### config.mk
export PLATFORM = sky130hd
export DESIGN_NAME = spi_reg_slave
export DESIGN_NICKNAME = d
export VERILOG_FILES = /design/src/rtl/spi_reg_pkg.sv /design/src/rtl/spi_pin_sync.sv /design/src/rtl/spi_bit_engine.sv /design/src/rtl/spi_access_fsm.sv /design/src/rtl/spi_reg_slave.sv
export SDC_FILE = /design/constraint.sdc
export NUM_CORES = 1
export LEC_CHECK = 0
export BUFFER_PORTS_ARGS = -buffer_cell sky130_fd_sc_hd__buf_2
export CAP_MARGIN = 15
export CORE_ASPECT_RATIO = 2
export CORE_UTILIZATION = 30
export CTS_CLUSTER_DIAMETER = 200
export DETAILED_ROUTE_END_ITERATION = 10
export PLACE_DENSITY = 0.57
export SLEW_MARGIN = 0
export SYNTH_ARGS = -nofsm -noshare
export SYNTH_HDL_FRONTEND = slang
export SYNTH_SLANG_ARGS = --single-unit
### constraint.sdc
create_clock -name clk -period 2.5 [get_ports clk]
set_input_delay 0.25 -clock clk [delete_from_list [all_inputs] [get_ports clk]]
set_output_delay 0.25 -clock clk [all_outputs]
set_load 0.03 [all_outputs]
### src/rtl/spi_reg_pkg.sv
package spi_reg_pkg;

  // Frame position of the access engine: collecting control bits or moving data bytes.
  typedef enum logic {
    ST_CTRL = 1'b0,
    ST_DATA = 1'b1
  } acc_state_e;

endpackage

### src/rtl/spi_pin_sync.sv
module spi_pin_sync #(
  parameter int          W       = 1,
  parameter int          STAGES  = 2,
  parameter logic [W-1:0] RST_VAL = '0
) (
  input  logic         clk,
  input  logic         rst_n,
  input  logic [W-1:0] d,
  output logic [W-1:0] q
);

  logic [STAGES-1:0][W-1:0] stg_q;

  always_ff @(posedge clk or negedge rst_n) begin
    if (!rst_n) begin
      for (int i = 0; i < STAGES; i++) stg_q[i] <= RST_VAL;
    end else begin
      stg_q[0] <= d;
      for (int i = 1; i < STAGES; i++) stg_q[i] <= stg_q[i-1];
    end
  end

  assign q = stg_q[STAGES-1];

endmodule

### src/rtl/spi_bit_engine.sv
module spi_bit_engine #(
  parameter int DATA_W = 8
) (
  input  logic              clk,
  input  logic              rst_n,
  input  logic              sclk_s,
  input  logic              mosi_s,
  input  logic              cs_act,
  input  logic              cpol,
  input  logic              cpha,
  input  logic [DATA_W-1:0] tx_byte,
  input  logic              tx_en,
  output logic              bit_ev,
  output logic              byte_done,
  output logic [DATA_W-1:0] rx_byte,
  output logic              miso
);

  localparam int              CNT_W = (DATA_W > 1) ? $clog2(DATA_W) : 1;
  localparam logic [CNT_W-1:0] LAST = CNT_W'(DATA_W - 1);

  logic              sclk_prev_q;
  logic [CNT_W-1:0]  cnt_q, cnt_d;
  logic [DATA_W-1:0] rx_q;
  logic              miso_q, miso_d;
  logic              rise, fall, lead, trail, sample_ev, shift_ev;
  logic [CNT_W-1:0]  tx_idx;

  // Edge classification relative to the idle level.
  assign rise      = sclk_s & ~sclk_prev_q;
  assign fall      = ~sclk_s & sclk_prev_q;
  assign lead      = cpol ? fall : rise;
  assign trail     = cpol ? rise : fall;
  assign sample_ev = cs_act & (cpha ? trail : lead);
  assign shift_ev  = cs_act & (cpha ? lead : trail);

  // The same index serves both phases: in phase 0 the shift edge follows the
  // sample of bit k (counter already k+1), in phase 1 it precedes it (counter k).
  assign tx_idx    = LAST - cnt_q;
  assign rx_byte   = {rx_q[DATA_W-2:0], mosi_s};
  assign bit_ev    = sample_ev;
  assign byte_done = sample_ev & (cnt_q == LAST);
  assign miso      = miso_q;

  always_comb begin
    cnt_d  = cnt_q;
    miso_d = miso_q;
    if (!cs_act) begin
      cnt_d  = '0;
      miso_d = 1'b0;
    end else begin
      if (sample_ev) cnt_d = (cnt_q == LAST) ? '0 : cnt_q + 1'b1;
      if (shift_ev)  miso_d = tx_en & tx_byte[tx_idx];
    end
  end

  always_ff @(posedge clk or negedge rst_n) begin
    if (!rst_n) begin
      sclk_prev_q <= 1'b0;
      cnt_q       <= '0;
      miso_q      <= 1'b0;
    end else begin
      sclk_prev_q <= sclk_s;
      cnt_q       <= cnt_d;
      miso_q      <= miso_d;
    end
  end

  always_ff @(posedge clk or negedge rst_n) begin
    if (!rst_n)         rx_q <= '0;
    else if (sample_ev) rx_q <= rx_byte;
  end

endmodule

### src/rtl/spi_access_fsm.sv
module spi_access_fsm
  import spi_reg_pkg::*;
#(
  parameter int ADDR_W = 13,
  parameter int DATA_W = 8
) (
  input  logic              clk,
  input  logic              rst_n,
  input  logic              cs_act,
  input  logic              swap,
  input  logic              bit_ev,
  input  logic              bit_val,
  input  logic              byte_done,
  input  logic [DATA_W-1:0] rx_byte,
  input  logic [DATA_W-1:0] reg_rdata,
  output logic [ADDR_W-1:0] reg_addr,
  output logic [DATA_W-1:0] reg_wdata,
  output logic              reg_wr,
  output logic              reg_rd,
  output logic [DATA_W-1:0] tx_byte,
  output logic              tx_en
);

  // Control word: direction, reserved filler, address, burst; whole bytes long.
  localparam int              CTRL_BYTES = (ADDR_W + 2 + DATA_W - 1) / DATA_W;
  localparam int              CTRL_W     = CTRL_BYTES * DATA_W;
  localparam int              CI_W       = $clog2(CTRL_W);
  localparam logic [CI_W-1:0] CI_LAST    = CI_W'(CTRL_W - 1);
  localparam logic [CI_W-1:0] CI_A0      = CI_W'(CTRL_W - 1 - ADDR_W);

  acc_state_e        state_q, state_d;
  logic [CI_W-1:0]   cidx_q, cidx_d;
  logic [ADDR_W-1:0] addr_q, addr_d;
  logic              rw_q, rw_d;
  logic              burst_q, burst_d;
  logic              inc_q, inc_d;
  logic              wr_q, wr_d;
  logic              rd_q, rd_d;
  logic [DATA_W-1:0] wdata_q, tx_q;
  logic              wdata_en;
  logic [DATA_W-1:0] rx_rev, rd_rev, rx_ord, rd_ord;

  for (genvar g = 0; g < DATA_W; g++) begin : g_rev
    assign rx_rev[g] = rx_byte[DATA_W-1-g];
    assign rd_rev[g] = reg_rdata[DATA_W-1-g];
  end

  assign rx_ord = swap ? rx_rev : rx_byte;
  assign rd_ord = swap ? rd_rev : reg_rdata;

  always_comb begin
    state_d  = state_q;
    cidx_d   = cidx_q;
    addr_d   = addr_q;
    rw_d     = rw_q;
    burst_d  = burst_q;
    inc_d    = 1'b0;
    wr_d     = 1'b0;
    rd_d     = 1'b0;
    wdata_en = 1'b0;
    if (inc_q) addr_d = addr_q + 1'b1;
    if (!cs_act) begin
      state_d = ST_CTRL;
      cidx_d  = '0;
      burst_d = 1'b0;
    end else if (state_q == ST_CTRL) begin
      if (bit_ev) begin
        if (cidx_q == CI_LAST) begin
          cidx_d  = '0;
          burst_d = bit_val;
          state_d = ST_DATA;
          rd_d    = rw_q;
        end else begin
          cidx_d = cidx_q + 1'b1;
          if (cidx_q == '0) begin
            rw_d = bit_val;
          end else if (cidx_q >= CI_A0) begin
            addr_d = swap ? {bit_val, addr_q[ADDR_W-1:1]}
                          : {addr_q[ADDR_W-2:0], bit_val};
          end
        end
      end
    end else if (byte_done) begin
      if (rw_q) begin
        if (burst_q) begin
          addr_d = addr_q + 1'b1;
          rd_d   = 1'b1;
        end
      end else begin
        wr_d     = 1'b1;
        wdata_en = 1'b1;
        inc_d    = burst_q;
      end
      if (!burst_q) state_d = ST_CTRL;
    end
  end

  always_ff @(posedge clk or negedge rst_n) begin
    if (!rst_n) begin
      state_q <= ST_CTRL;
      cidx_q  <= '0;
      addr_q  <= '0;
      rw_q    <= 1'b0;
      burst_q <= 1'b0;
      inc_q   <= 1'b0;
      wr_q    <= 1'b0;
      rd_q    <= 1'b0;
    end else begin
      state_q <= state_d;
      cidx_q  <= cidx_d;
      addr_q  <= addr_d;
      rw_q    <= rw_d;
      burst_q <= burst_d;
      inc_q   <= inc_d;
      wr_q    <= wr_d;
      rd_q    <= rd_d;
    end
  end

  always_ff @(posedge clk or negedge rst_n) begin
    if (!rst_n)        wdata_q <= '0;
    else if (wdata_en) wdata_q <= rx_ord;
  end

  // The read byte is captured in the strobe cycle, ordered for the wire.
  always_ff @(posedge clk or negedge rst_n) begin
    if (!rst_n)    tx_q <= '0;
    else if (rd_q) tx_q <= rd_ord;
  end

  assign reg_addr  = addr_q;
  assign reg_wdata = wdata_q;
  assign reg_wr    = wr_q;
  assign reg_rd    = rd_q;
  assign tx_byte   = tx_q;
  assign tx_en     = (state_q == ST_DATA) & rw_q;

endmodule

### src/rtl/spi_reg_slave.sv
module spi_reg_slave #(
  parameter int ADDR_W      = 13,
  parameter int DATA_W      = 8,
  parameter int SYNC_STAGES = 2
) (
  input  logic              clk,
  input  logic              rst_n,
  input  logic              cpol,
  input  logic              cpha,
  input  logic              swap,
  input  logic              spi_sclk,
  input  logic              spi_cs_n,
  input  logic              spi_mosi,
  output logic              spi_miso,
  output logic [ADDR_W-1:0] reg_addr,
  output logic [DATA_W-1:0] reg_wdata,
  output logic              reg_wr,
  output logic              reg_rd,
  input  logic [DATA_W-1:0] reg_rdata
);

  logic              rst_n_i;
  logic [2:0]        pins_s;
  logic              cs_act;
  logic              bit_ev, byte_done, tx_en;
  logic [DATA_W-1:0] rx_byte, tx_byte;

  spi_pin_sync #(.W(1), .STAGES(2), .RST_VAL(1'b0)) u_rst_sync (
    .clk   (clk),
    .rst_n (rst_n),
    .d     (1'b1),
    .q     (rst_n_i)
  );

  // All three host pins share one synchronizer depth so edges and data stay aligned.
  spi_pin_sync #(.W(3), .STAGES(SYNC_STAGES), .RST_VAL(3'b100)) u_pin_sync (
    .clk   (clk),
    .rst_n (rst_n_i),
    .d     ({spi_cs_n, spi_sclk, spi_mosi}),
    .q     (pins_s)
  );

  assign cs_act = ~pins_s[2];

  spi_bit_engine #(.DATA_W(DATA_W)) u_bits (
    .clk       (clk),
    .rst_n     (rst_n_i),
    .sclk_s    (pins_s[1]),
    .mosi_s    (pins_s[0]),
    .cs_act    (cs_act),
    .cpol      (cpol),
    .cpha      (cpha),
    .tx_byte   (tx_byte),
    .tx_en     (tx_en),
    .bit_ev    (bit_ev),
    .byte_done (byte_done),
    .rx_byte   (rx_byte),
    .miso      (spi_miso)
  );

  spi_access_fsm #(.ADDR_W(ADDR_W), .DATA_W(DATA_W)) u_fsm (
    .clk       (clk),
    .rst_n     (rst_n_i),
    .cs_act    (cs_act),
    .swap      (swap),
    .bit_ev    (bit_ev),
    .bit_val   (pins_s[0]),
    .byte_done (byte_done),
    .rx_byte   (rx_byte),
    .reg_rdata (reg_rdata),
    .reg_addr  (reg_addr),
    .reg_wdata (reg_wdata),
    .reg_wr    (reg_wr),
    .reg_rd    (reg_rd),
    .tx_byte   (tx_byte),
    .tx_en     (tx_en)
  );

endmodule

==> results of run 1 <==
## cell families after synthesis
family / count (synthesis)
mux: 37
xor+xnor: 13
fa+ha+maj: 6
simple gates: 95
flops: 59
compound gates: 72
buf+inv: 20
other cells: 1
## metrics by stage
stage | worst slack (ps) | hold slack [ps]
floorplan | 666 | -45.6
global placement | 378 | 36.1
detailed placement | 376 | 38.9
CTS | 355 | 2.74
global route | 202 | 7.78
finish | 367 | 18.1
## power breakdown
group / internal [mW] / leakage [nW] / total [mW] / switching (mW)
combinational: 0.201 / 0.846 / 0.444 / 0.243
clock: 0.801 / 0.142 / 1.25 / 0.453
sequential: 1.06 / 0.722 / 1.22 / 0.161
total: 2.07 / 1.71 / 2.92 / 0.857
## placed cells by master, fill, tap and decap left out, drive strengths merged, types with 9 or more instances in the layout
cell    netlist  final
dfrtp        57     57
buf           7     45
a21oi        35     35
nand2        27     27
mux2i        23     23
nor2         21     21
o21ai        16     16
mux2         12     12
clkbuf        8     11
nand3        10     10
a211oi        9      9
## worst paths after layout
path	from	to	slack, ps
hold reg to reg	u_rst_sync.q	u_bits.rx_q[1]	300
setup / recovery	u_fsm.cidx_q[1]	u_fsm.reg_addr[4]	370
hold / removal	spi_mosi	u_pin_sync.stg_q[0]	20
setup reg to reg	u_fsm.cidx_q[1]	u_fsm.reg_addr[4]	370
min in group asynchronous	rst_n	u_rst_sync.stg_q[0]	230
max in group asynchronous	u_rst_sync.q	u_fsm.reg_wdata[6]	1520
## critical path: cells and delay by family, from the launching register on
| kind | cells | cell delay, ps |
|---|---|---|
| and+or+nand+nor | 2 | 570 |
| DFF | 1 | 440 |
| adders and majority gates | 1 | 250 |
| AOI/OAI and AO/OA | 3 | 730 |
## area by class of cell
type | instances | area (sq um)
inverters | 5 | 18.8
clock buffers | 11 | 243
clock inverters | 5 | 62.6
well taps | 135 | 169
fillers | 1050 | 6350
repair buffers | 46 | 250
flip-flops and latches | 59 | 1480
multi-input cells | 224 | 1580
## per-layer routing
| layer | GRT usage [%] | share of wire (%) |
|---|---|---|
| met1 | 15.0 | 37 |
| met2 | 27.7 | 57 |
| met3 | 3.36 | 2.6 |
| met4 | 8.40 | 3.0 |
| met5 | 0 | 0 |
## sequential cells by signal, summed over array words and instances, names as in the netlist, 3 cells and up
signal	flops
u_pin_sync.q	3
u_fsm.tx_byte	8
u_fsm.reg_wdata	8
u_bits.rx_q	7
u_fsm.reg_addr	13
u_fsm.cidx_q	4
u_pin_sync.stg_q	3
u_bits.cnt_q	3
==> results.md, run 1 <==
- Die width: 74.6 microns
- Synth warnings: 0
- Placed cells: 468
- Post-DP Area: between 3000 and 4000 sq um
- Die area: 11,000 sq um
- Cell Area, Synth: between 3000 and 4000 sq um
- Post-CTS setup buffers: 0
- Gpl congestion: 0.781
- Clk slew on worst S/H paths: about 60 ps
- Crit Path Class: reg -> reg
- Slowest library cell on the worst path: a211oi_1
- Post-Syn Nets: 325
- Largest family of logic cells by synthesized area: simple AND/OR/NAND/NOR gates
- Total global routing overflow: 0
- CTS Buf Count: 9
- Commonest cells in the netlist: dfrtp_1 (57), a21oi_1 (34), nand2_1 (27)
- Detailed-route DRC error count: 0
- Synth Area in XOR/XNOR: 3.84%
- Vias in the first global route: 2,538
- ANT nets after route: 0
- Period minus WS final: 2130 ps
- Gate Count Post-Synth: 303
- Hold crit path type: in -> reg
- R2R depth: 6
- Least-Margin Pin Slew: 657 ps
- # IOs: 40
- DR vias: 2,390
- Power Total: approximately 2.9 mW
- Share of cells above drive strength 1: approximately a quarter
- TritonCTS clock tree: done
- Synth Area in Compound Gates: between 10 and 15%
- CP startpoint kind: flip-flop
- Adder-Cell Fraction of Synth Area: 2.37%
- Worst-case clock buffer depth: 2
- Final Max Slew Viols: 0
- Seq/Total Area, Yosys: between 40% and 50%
- Status: finished clean
- Clk_lat worst skew: around 330 ps
- Initial antenna violation count: 0
- Power Dens Cells: 769 nW/um^2
- Setup_tns: 0 ps
- Syn_area_per_cell: around 10 sq um
- Number of flops mapped to enable cells by yosys: 0
- Ranking of synthesized cells by area: dfrtp_1 (45%), mux2i_1 (7.0%), a21oi_1 (5.4%), nand2_1 (3.2%), mux2_1 (2.8%)
- # hold bufs at CTS: 1
- CP cell instances: ha_1, and3_1, a21oi_1, nand3_2, a211oi_1, a221oi_2
- Area of the core: about 10,000 sq um
- Tcrit/Tclk final: 85.3%
- Wire per inst: 14.9 microns
- Final HPWL DP: 5420 microns
- Max H-tree Level: 3
- Area Growth Syn to Fin: 20.2%
- Simple-Gate Fraction of Synth Area: 15.9%
- First-pass GRT wire length: 12,400 microns
- Final setup fails: 0
- Slowest stage delay, CP: 470 ps
- Largest net degree at the start of global routing: 30
- Hold depth: 1
- Pleak: 1.71 nW
- Top FF cell, synth: dfrtp_1
- Root buffer cell: clkbuf_16
- Post-synthesis async set-or-reset flop share: 100%
- DRT Pass-1 Iters: 4
- Clk_skew: about 6.8 ps
- GR Util All Layers: 15.2%
- Unrepaired setup endpoints after global routing: no
- Seq cells post-synth: 59
- Max-cap violations: 0
- Most common cell in the netlist: dfrtp_1
- # port buffers: 39
- Clock sink count: 59
- Design Area, Final: 3800 sq um
- Worst Path Max Fanout: 19
- Post_cts resized: 0
- Post-Route WL: ~7200 microns
- Share of the synthesized area in the top cell type: 45.1%
- Die H: 147 microns
- Final #Nets: 367
- Diodes inserted: 0
- Iter 0 DRT Violations: 130
- Final hold violations: 0
- Vias per inst: roughly 4.9
- Row count: 52
- Initial core utilization: 31.2%
- Kind of end point of the critical path: flip-flop
- Fin cells: approximately 490
- Worst EP arrival: 2330 ps
- Yosys top cell by area: dfrtp_1
- Post-synthesis mux area share: between 10% and 20%
- CP required: between 2000 and 3000 ps
- Fmax: around 470 MHz
- Yosys cell types: 56
- Final core utilization: about 37%
- Max VDD drop: between 0.2 and 0.3 mV
- Relative slew slack: 56.2%
(Power assumes the default switching activity.)
==> run 2: changes to the inputs <==
--- a/config.mk
+++ b/config.mk
@@ -7,10 +7,11 @@
 export LEC_CHECK = 0
 export BUFFER_PORTS_ARGS = -buffer_cell sky130_fd_sc_hd__buf_2
 export CAP_MARGIN = 15
-export CORE_ASPECT_RATIO = 2
+export CORE_ASPECT_RATIO = 0.6
 export CORE_UTILIZATION = 30
 export CTS_CLUSTER_DIAMETER = 200
 export DETAILED_ROUTE_END_ITERATION = 10
+export MAX_ROUTING_LAYER = met4
 export PLACE_DENSITY = 0.57
 export SLEW_MARGIN = 0
 export SYNTH_ARGS = -nofsm -noshare
==> run 2 against run 1 <==
Sequential cell count unchanged. Die area decreased by 0.10%. Wire length decreased by 2.8%. Sequential share of layout area decreased by 0.39 points. Via count increased by 0.25%. Combinational power increased by 3%. Critical path depth increased by 1. Global-route usage decreased by 0.37 points. Power increased by 2.9%. Clock skew increased by 1.7 ps. Sequential power about the same. Critical endpoint unchanged.
==> results.md, run 2 (synthesis results as in run 1) <==
- Detailed-route DRC error count: 0 (unchanged)
- Final #Nets: 370 (+0.82%)
- Share of cells above drive strength 1: 24.4% (+0.36 points)
- Largest net degree at the start of global routing: 31 (+3.3%)
- CP required: 2690 ps (about the same)
- Post-CTS setup buffers: 0 (unchanged)
- Hold WS: 25.9 ps (+7.86 ps)
- CP startpoint kind: flip-flop
- # IOs: 40 (unchanged)
- DRT Pass-1 Iters: 4 (unchanged)
- Kind of end point of the critical path: flip-flop
- Final hold violations: 0 (unchanged)
- Post-Route WL: 7050 microns (-2.8%)
- Reg power frac: 40.5% (-1.4 points)
- FF+latch area: 1480 sq um (unchanged)
- Slowest stage delay, CP: 440 ps (-30 ps)
- Area of the core: 10,100 sq um (-0.94%)
- Period minus WS final: 2130 ps (-7.03 ps)
- Relative slew slack: 52.4% (-3.8 points)
- Clock sink count: 59 (unchanged)
- Gpl congestion: 0.797 (+2.0%)
- Flop2flop setup slack: 370 ps (about the same)
- Max VDD drop: 0.331 mV (+12%)
- Most frequent cells in the layout: dfrtp_1 (56), buf_2 (39), a21oi_1 (34)
- Clk_lat worst skew: 330 ps (about the same)
- ANT nets after route: 0 (unchanged)
- TritonCTS clock tree: done
- Worst-case clock buffer depth: 2 (unchanged)
- Clock share of power: 44.3% (+1.4 points)
- Die area: 11,000 sq um (-0.10%)
- First-pass GRT wire length: 11,800 microns (-4.9%)
- Internal Power: 2.17 mW (+5.1%)
- Max-cap violations: 0 (unchanged)
- Clk slew on worst S/H paths: 50 ps (about the same)
- Fmax: 470 MHz (+0.33%)
- Initial core utilization: 31.4% (+0.29 points)
- Most common cell after layout, fill and taps aside: dfrtp_1
- Multi-input logic area: 1580 sq um (unchanged)
- Diodes inserted: 0 (unchanged)
- Final Max Slew Viols: 0 (unchanged)
- Place WS: 378 ps (+2.21 ps)
- # port buffers: 39 (unchanged)
- Root buffer cell: clkbuf_16
- Die H: 81.5 microns (-45%)
- Fill cell count: 1,011 (-3.7%)
- Wire per inst: 14.4 microns (-3.4%)
- DR vias: 2,396 (+0.25%)
- Final WS setup: 374 ps (+7.04 ps)
- Die width: 135 microns (+80%)
- Worst Path Max Fanout: 18 (-1)
- Setup_tns: 0 ps (unchanged)
- Least-Margin Pin Slew: 714 ps (+57.0 ps)
- Initial antenna violation count: 0 (unchanged)
- Final HPWL DP: 5050 microns (-7.0%)
- P_sw: 0.836 mW (-2.4%)
- Pleak: 1.73 nW (+1.2%)
- Tcrit/Tclk final: 85.0% (-0.28 points)
- Gate power share: 15.3% (about the same)
- Worst EP arrival: 2310 ps (-20 ps)
- Row count: 28 (-46%)
- Vias per inst: 4.91 (-0.37%)
- Iter 0 DRT Violations: 129 (-0.77%)
- GR Util All Layers: 14.8% (-0.37 points)
- Max FFs per register: 13 (unchanged)
- Buffers & Inverters on Critical Path: 1 (+1)
- Total global routing overflow: 0 (unchanged)
- Slowest library cell on the worst path: a211oi_1
- Unrepaired setup endpoints after global routing: no
- Vias in the first global route: 2,216 (-13%)
- Switching share of power: 27.8% (-1.5 points)
- Crit Path Class: reg -> reg
- Final setup fails: 0 (unchanged)
- Hold crit path type: in -> reg
- Clk_skew: 8.46 ps (+1.70 ps)
- CTS Buf Count: 9 (unchanged)
- Area Growth Syn to Fin: 21.4%
- Max H-tree Level: 3 (unchanged)
- Power Dens Cells: 783 nW/um^2 (+1.8%)
- Top delay family on crit path: compound AO/OA/AOI/OAI gates
- CP cell instances: inv_1, ha_1, o21bai_1, a21oi_1, nand3_2, a211oi_1, a221oi_2
- Status: finished clean
-- run 2: cell types whose count changed in the layout (fill, tap and decap cells not counted), sizes merged --
cell    before  now
clkinv       2    0
bufinv       1    2
clkbuf      11   12
buf         45   48
-- run 2: final cells by class --
class                      count  share of cell area (%)
multi-input combinational    224                    41.1
sequential                    59                    38.5
timing repair buffer          49                    7.10
clock buffer                  12                    6.42
tap                          135                    4.40
clock inverter                 4                    1.96
inverter                       5                   0.489
-- run 2: power by group through the flow --
| stage | combinational [mW] | sequential (mW) | clock, mW |
|---|---|---|---|
| detailed placement | 0.459 | 1.23 | 0 |
| CTS | 0.462 | 1.22 | 1.36 |
| floorplan | 0.274 | 1.26 | 0 |
| finish | 0.459 | 1.22 | 1.33 |
| global placement | 0.458 | 1.23 | 0 |
| global route | 0.504 | 1.24 | 1.41 |
-- run 2: worst paths after layout --
kind                                 start                   to  cells past startpoint
min                               spi_cs_n  u_pin_sync.stg_q[2]                      1
max in group asynchronous     u_rst_sync.q          u_bits.miso                      1
min in group asynchronous            rst_n         u_rst_sync.q                      2
max reg2reg                u_fsm.cidx_q[0]    u_fsm.reg_addr[4]                      7
max                        u_fsm.cidx_q[0]    u_fsm.reg_addr[4]                      7
min reg2reg                   u_rst_sync.q       u_bits.rx_q[2]                      0
-- run 2: routing by layer --
metal / track usage, % / routed length, microns
met1: 21.2 / 3830
met3: 4.44 / 279
met5: - / 0
met2: 19.0 / 2870
met4: 5.73 / 66
-- run 2: repair_timing --
action | CTS | global route
endpoints found under the hold margin | 2 | 0
hold buffers | 1 | 0
resized for setup | 0 | 0
-- run 2: metrics by stage --
stage | cells | power (mW) | util, % | area [sq um]
floorplan | 303 | 1.54 | - | 3160
global placement | 471 | 1.68 | 34.9 | 3510
detailed placement | 471 | 1.69 | 34.9 | 3510
CTS | 488 | 3.04 | 38.2 | 3840
global route | 488 | 3.16 | 38.2 | 3840
finish | 488 | 3.01 | 38.2 | 3840
==> run 3: changes to the inputs <==
--- a/config.mk
+++ b/config.mk
@@ -16,4 +16,5 @@
 export SLEW_MARGIN = 0
 export SYNTH_ARGS = -nofsm -noshare
 export SYNTH_HDL_FRONTEND = slang
+export SYNTH_HIERARCHICAL = 1
 export SYNTH_SLANG_ARGS = --single-unit
==> constraint.sdc (replaced) <==
create_clock -name clk -period 2.1 [get_ports clk]
set_input_delay 0.21 -clock clk [delete_from_list [all_inputs] [get_ports clk]]
set_output_delay 0.21 -clock clk [all_outputs]
set_load 0.03 [all_outputs]
==> run 3 against run 2 <==
Register-to-register slack lost 300 ps. Via count shrank 7.8%. Clock skew shrank 4.2 ps. Core utilization rose by 1.1 points. Area after synthesis is 3.2% lower. Non-clock buffer count increased by 10. Combinational power down 32%. Synthesized cell count down 5.0%. Die area shrank 3.1%. Wire length is 6.5% lower. Critical endpoint is now u_fsm/reg_addr[9]. Largest cell class unchanged. Largest power group unchanged.
==> results.md, run 3 <==
- Status: finished clean
- Ranking of synthesized cells by area: dfrtp_1 (47%), mux2i_1 (8.2%), a21oi_1 (3.4%), mux2_4 (3.4%), nor2b_1 (2.9%)
- Period minus WS final: 2030 ps (-97.3 ps)
- ANT nets after route: 0 (unchanged)
- Fmax: 493 MHz (+4.8%)
- Max FFs per register: 13 (unchanged)
- GR Util All Layers: 14.1% (-0.69 points)
- Max-cap violations: 0 (unchanged)
- Setup_tns: 0 ps (unchanged)
- R2R depth: 9 (+2)
- Number of flops mapped to enable cells by yosys: 0 (unchanged)
- Synth warnings: 6 (+6)
- CTS Buf Count: 9 (unchanged)
- Reg power frac: 39.3% (-1.2 points)
- Gate Count Post-Synth: 288 (-5.0%)
- Placed cells: 458 (-2.8%)
- Iter 0 DRT Violations: 162 (+26%)
- Crit Path Class: reg -> reg
- CP startpoint kind: flip-flop
- Share of cells above drive strength 1: 27.6% (+3.3 points)
- CP required: 2310 ps (-380 ps)
- Largest net degree at the start of global routing: 58 (+87%)
- Commonest cells in the netlist: dfrtp_1 (57), mux2i_1 (25), a21oi_1 (21)
- Clock share of power: 51.2% (+6.9 points)
- Detailed-route DRC error count: 0 (unchanged)
- Worst EP arrival: 2240 ps (-70 ps)
- Worst-case clock buffer depth: 2 (unchanged)
- Root buffer cell: clkbuf_16
- Cell Area, Synth: 3060 sq um (-3.2%)
- # port buffers: 39 (unchanged)
- Share of the synthesized area in the top cell type: 46.6% (+1.5 points)
- Die H: 80.3 microns (-1.6%)
- Clk_skew: 4.27 ps (-4.18 ps)
- Gpl congestion: 0.788 (-1.1%)
- TritonCTS clock tree: done
- Final setup fails: 0 (unchanged)
- Hold WS: 191 ps (+165 ps)
- Fin cells: 479 (-1.8%)
- FF+latch area: 1480 sq um (unchanged)
- Most common cell in the netlist: dfrtp_1
- Post-Route WL: 6590 microns (-6.5%)
- Final Max Slew Viols: 0 (unchanged)
- Multi-input logic area: 1510 sq um (-4.5%)
- Yosys top cell by area: dfrtp_1
- Wire per inst: 13.8 microns (-4.7%)
- Area of the core: 9880 sq um (-1.7%)
- Final hold violations: 0 (unchanged)
- DRT Pass-1 Iters: 4 (unchanged)
- # IOs: 40 (unchanged)
- Max H-tree Level: 3 (unchanged)
- Power Total: 3.33 mW (+11%)
- Vias per inst: 4.61 (-6.1%)
- Row count: 28 (unchanged)
- Clk slew on worst S/H paths: 50 ps (about the same)
- Worst Path Max Fanout: 5 (-13)
- Internal Power: 2.59 mW (+19%)
- Most common cell after layout, fill and taps aside: dfrtp_1
- Least-Margin Pin Slew: 735 ps (+21.0 ps)
- Unrepaired setup endpoints after global routing: yes
- Total global routing overflow: 0 (unchanged)
- DR vias: 2,209 (-7.8%)
- Most frequent cells in the layout: dfrtp_1 (56), buf_2 (39), mux2i_1 (25)
- Gate power share: 9.4% (-5.9 points)
- Die width: 132 microns (-1.6%)
- Final #Nets: 361 (-2.4%)
- First-pass GRT wire length: 11,000 microns (-6.6%)
- Pleak: 1.80 nW (+3.8%)
- Syn_area_per_cell: 10.6 sq um (+1.9%)
- Initial antenna violation count: 0 (unchanged)
- Seq cells post-synth: 59 (unchanged)
- Diodes inserted: 0 (unchanged)
- Area Growth Syn to Fin: 26.9%
- Seq/Total Area, Yosys: 48.3% (+1.5 points)
- Power Dens Cells: 856 nW/um^2 (+9.3%)
- Switching share of power: 22.0% (-5.8 points)
- Max VDD drop: 0.368 mV (+11%)
- Initial core utilization: 31.0% (-0.46 points)
- Tcrit/Tclk final: 96.6% (+12 points)
- Post-synthesis async set-or-reset flop share: 100% (unchanged)
- Final HPWL DP: 4640 microns (-8.1%)
- P_sw: 0.733 mW (-12%)
- Die area: 10,600 sq um (-3.1%)
- Kind of end point of the critical path: flip-flop
- Hold crit path type: in -> async
- Fill cell count: 999 (-1.2%)
- Clock sink count: 59 (unchanged)
- Vias in the first global route: 2,202 (-0.63%)
- Relative slew slack: 51.0% (-1.4 points)
- Yosys cell types: 50 (-11%)
- Post-Syn Nets: 310 (-4.6%)
- Clk_lat worst skew: 330 ps (about the same)
- Top FF cell, synth: dfrtp_1
-- run 3: changes by cell type in the layout (fill, tap and decap cells not counted), sizes merged, moves of 4 or more --
cell,delta
nor2b,+10
nand4,+4
nor2,-5
and3,-6
a21oi,-13
nand2,-8
buf,+7
-- run 3: path summary, 6_finish.rpt --
kind / startpoint / to / slack, ps
setup / recovery: u_pin_sync/q[1] / u_fsm/reg_addr[9] / 70
hold / removal: rst_n / u_rst_sync/stg_q[0] / 190
setup reg to reg: u_pin_sync/q[1] / u_fsm/reg_addr[9] / 70
hold reg to reg: u_pin_sync/stg_q[0] / u_pin_sync/q[0] / 350
max in group asynchronous: u_rst_sync/q / u_fsm/reg_addr[7] / 1200
min in group clk: reg_rdata[6] / u_fsm/tx_byte[6] / 190
-- run 3: layout make-up --
| cell class | instances | share of cell area (%) |
|---|---|---|
| clock buffers | 12 | 6.34 |
| clock inverters | 4 | 2.51 |
| inverters | 7 | 0.676 |
| multi-input cells | 203 | 38.8 |
| flip-flops and latches | 59 | 38.1 |
| well taps | 135 | 4.35 |
| repair buffers | 59 | 9.24 |
-- run 3: what timing repair did --
action / in CTS / in global routing
gates resized for setup: 0 / 5
setup endpoints to repair: 0 / 10
setup buffers: 0 / 1
hold buffers: 4 / 0
hold endpoints to repair: 5 / 0
-- run 3: logic make-up (layout without fill, tap and decap cells) --
kind of cell	after synthesis	after routing	share of synthesized area, %
AND/OR/NAND/NOR	86	86	15.0
AO/OA/AOI/OAI	61	61	12.3
flip-flops	59	59	48.3
multiplexers	36	36	13.8
buffers and inverters	26	82	4.09
XOR/XNOR	13	13	3.96
adder cells (fa/ha/maj)	6	6	2.45
other	1	1	0.122
-- run 3: metal layers --
| layer | track usage [%] | share of wire (%) | vias up |
|---|---|---|---|
| met1 | 18.9 | 54 | 1042 |
| met5 | - | 0 | - |
| li1 | - | - | 1122 |
| met2 | 18.9 | 40 | 39 |
| met3 | 5.49 | 5.4 | 6 |
| met4 | 5.17 | 0.56 | 0 |
-- run 3: power by group through the flow --
stage	clock (mW)	sequential [mW]	combinational [mW]
6_report	1.70	1.31	0.313
3_3_place_gp	0	1.32	0.301
3_5_place_dp	0	1.32	0.311
5_1_grt	1.80	1.32	0.345
2_1_floorplan	0	1.32	0.222
4_1_cts	1.75	1.31	0.316
-- run 3: metrics by stage --
step	area (sq um)	util (%)	setup WS, ps
global placement	3460	35.1	-12.8
global route	3880	39.3	-21.5
CTS	3850	38.9	24.2
floorplan	3080	-	-15.0
finish	3880	39.3	71.2
detailed placement	3460	35.1	-72.9
-- run 3: worst max-delay path, cell delays in order (launching register included) --
cell	delay, ps
dfrtp_1	380
nand2b_1	190
mux2i_4	220
and3_4	220
and4_4	250
a21oi_2	110
buf_4	160
nor4_4	140
xnor2_1	150
a21oi_1	80
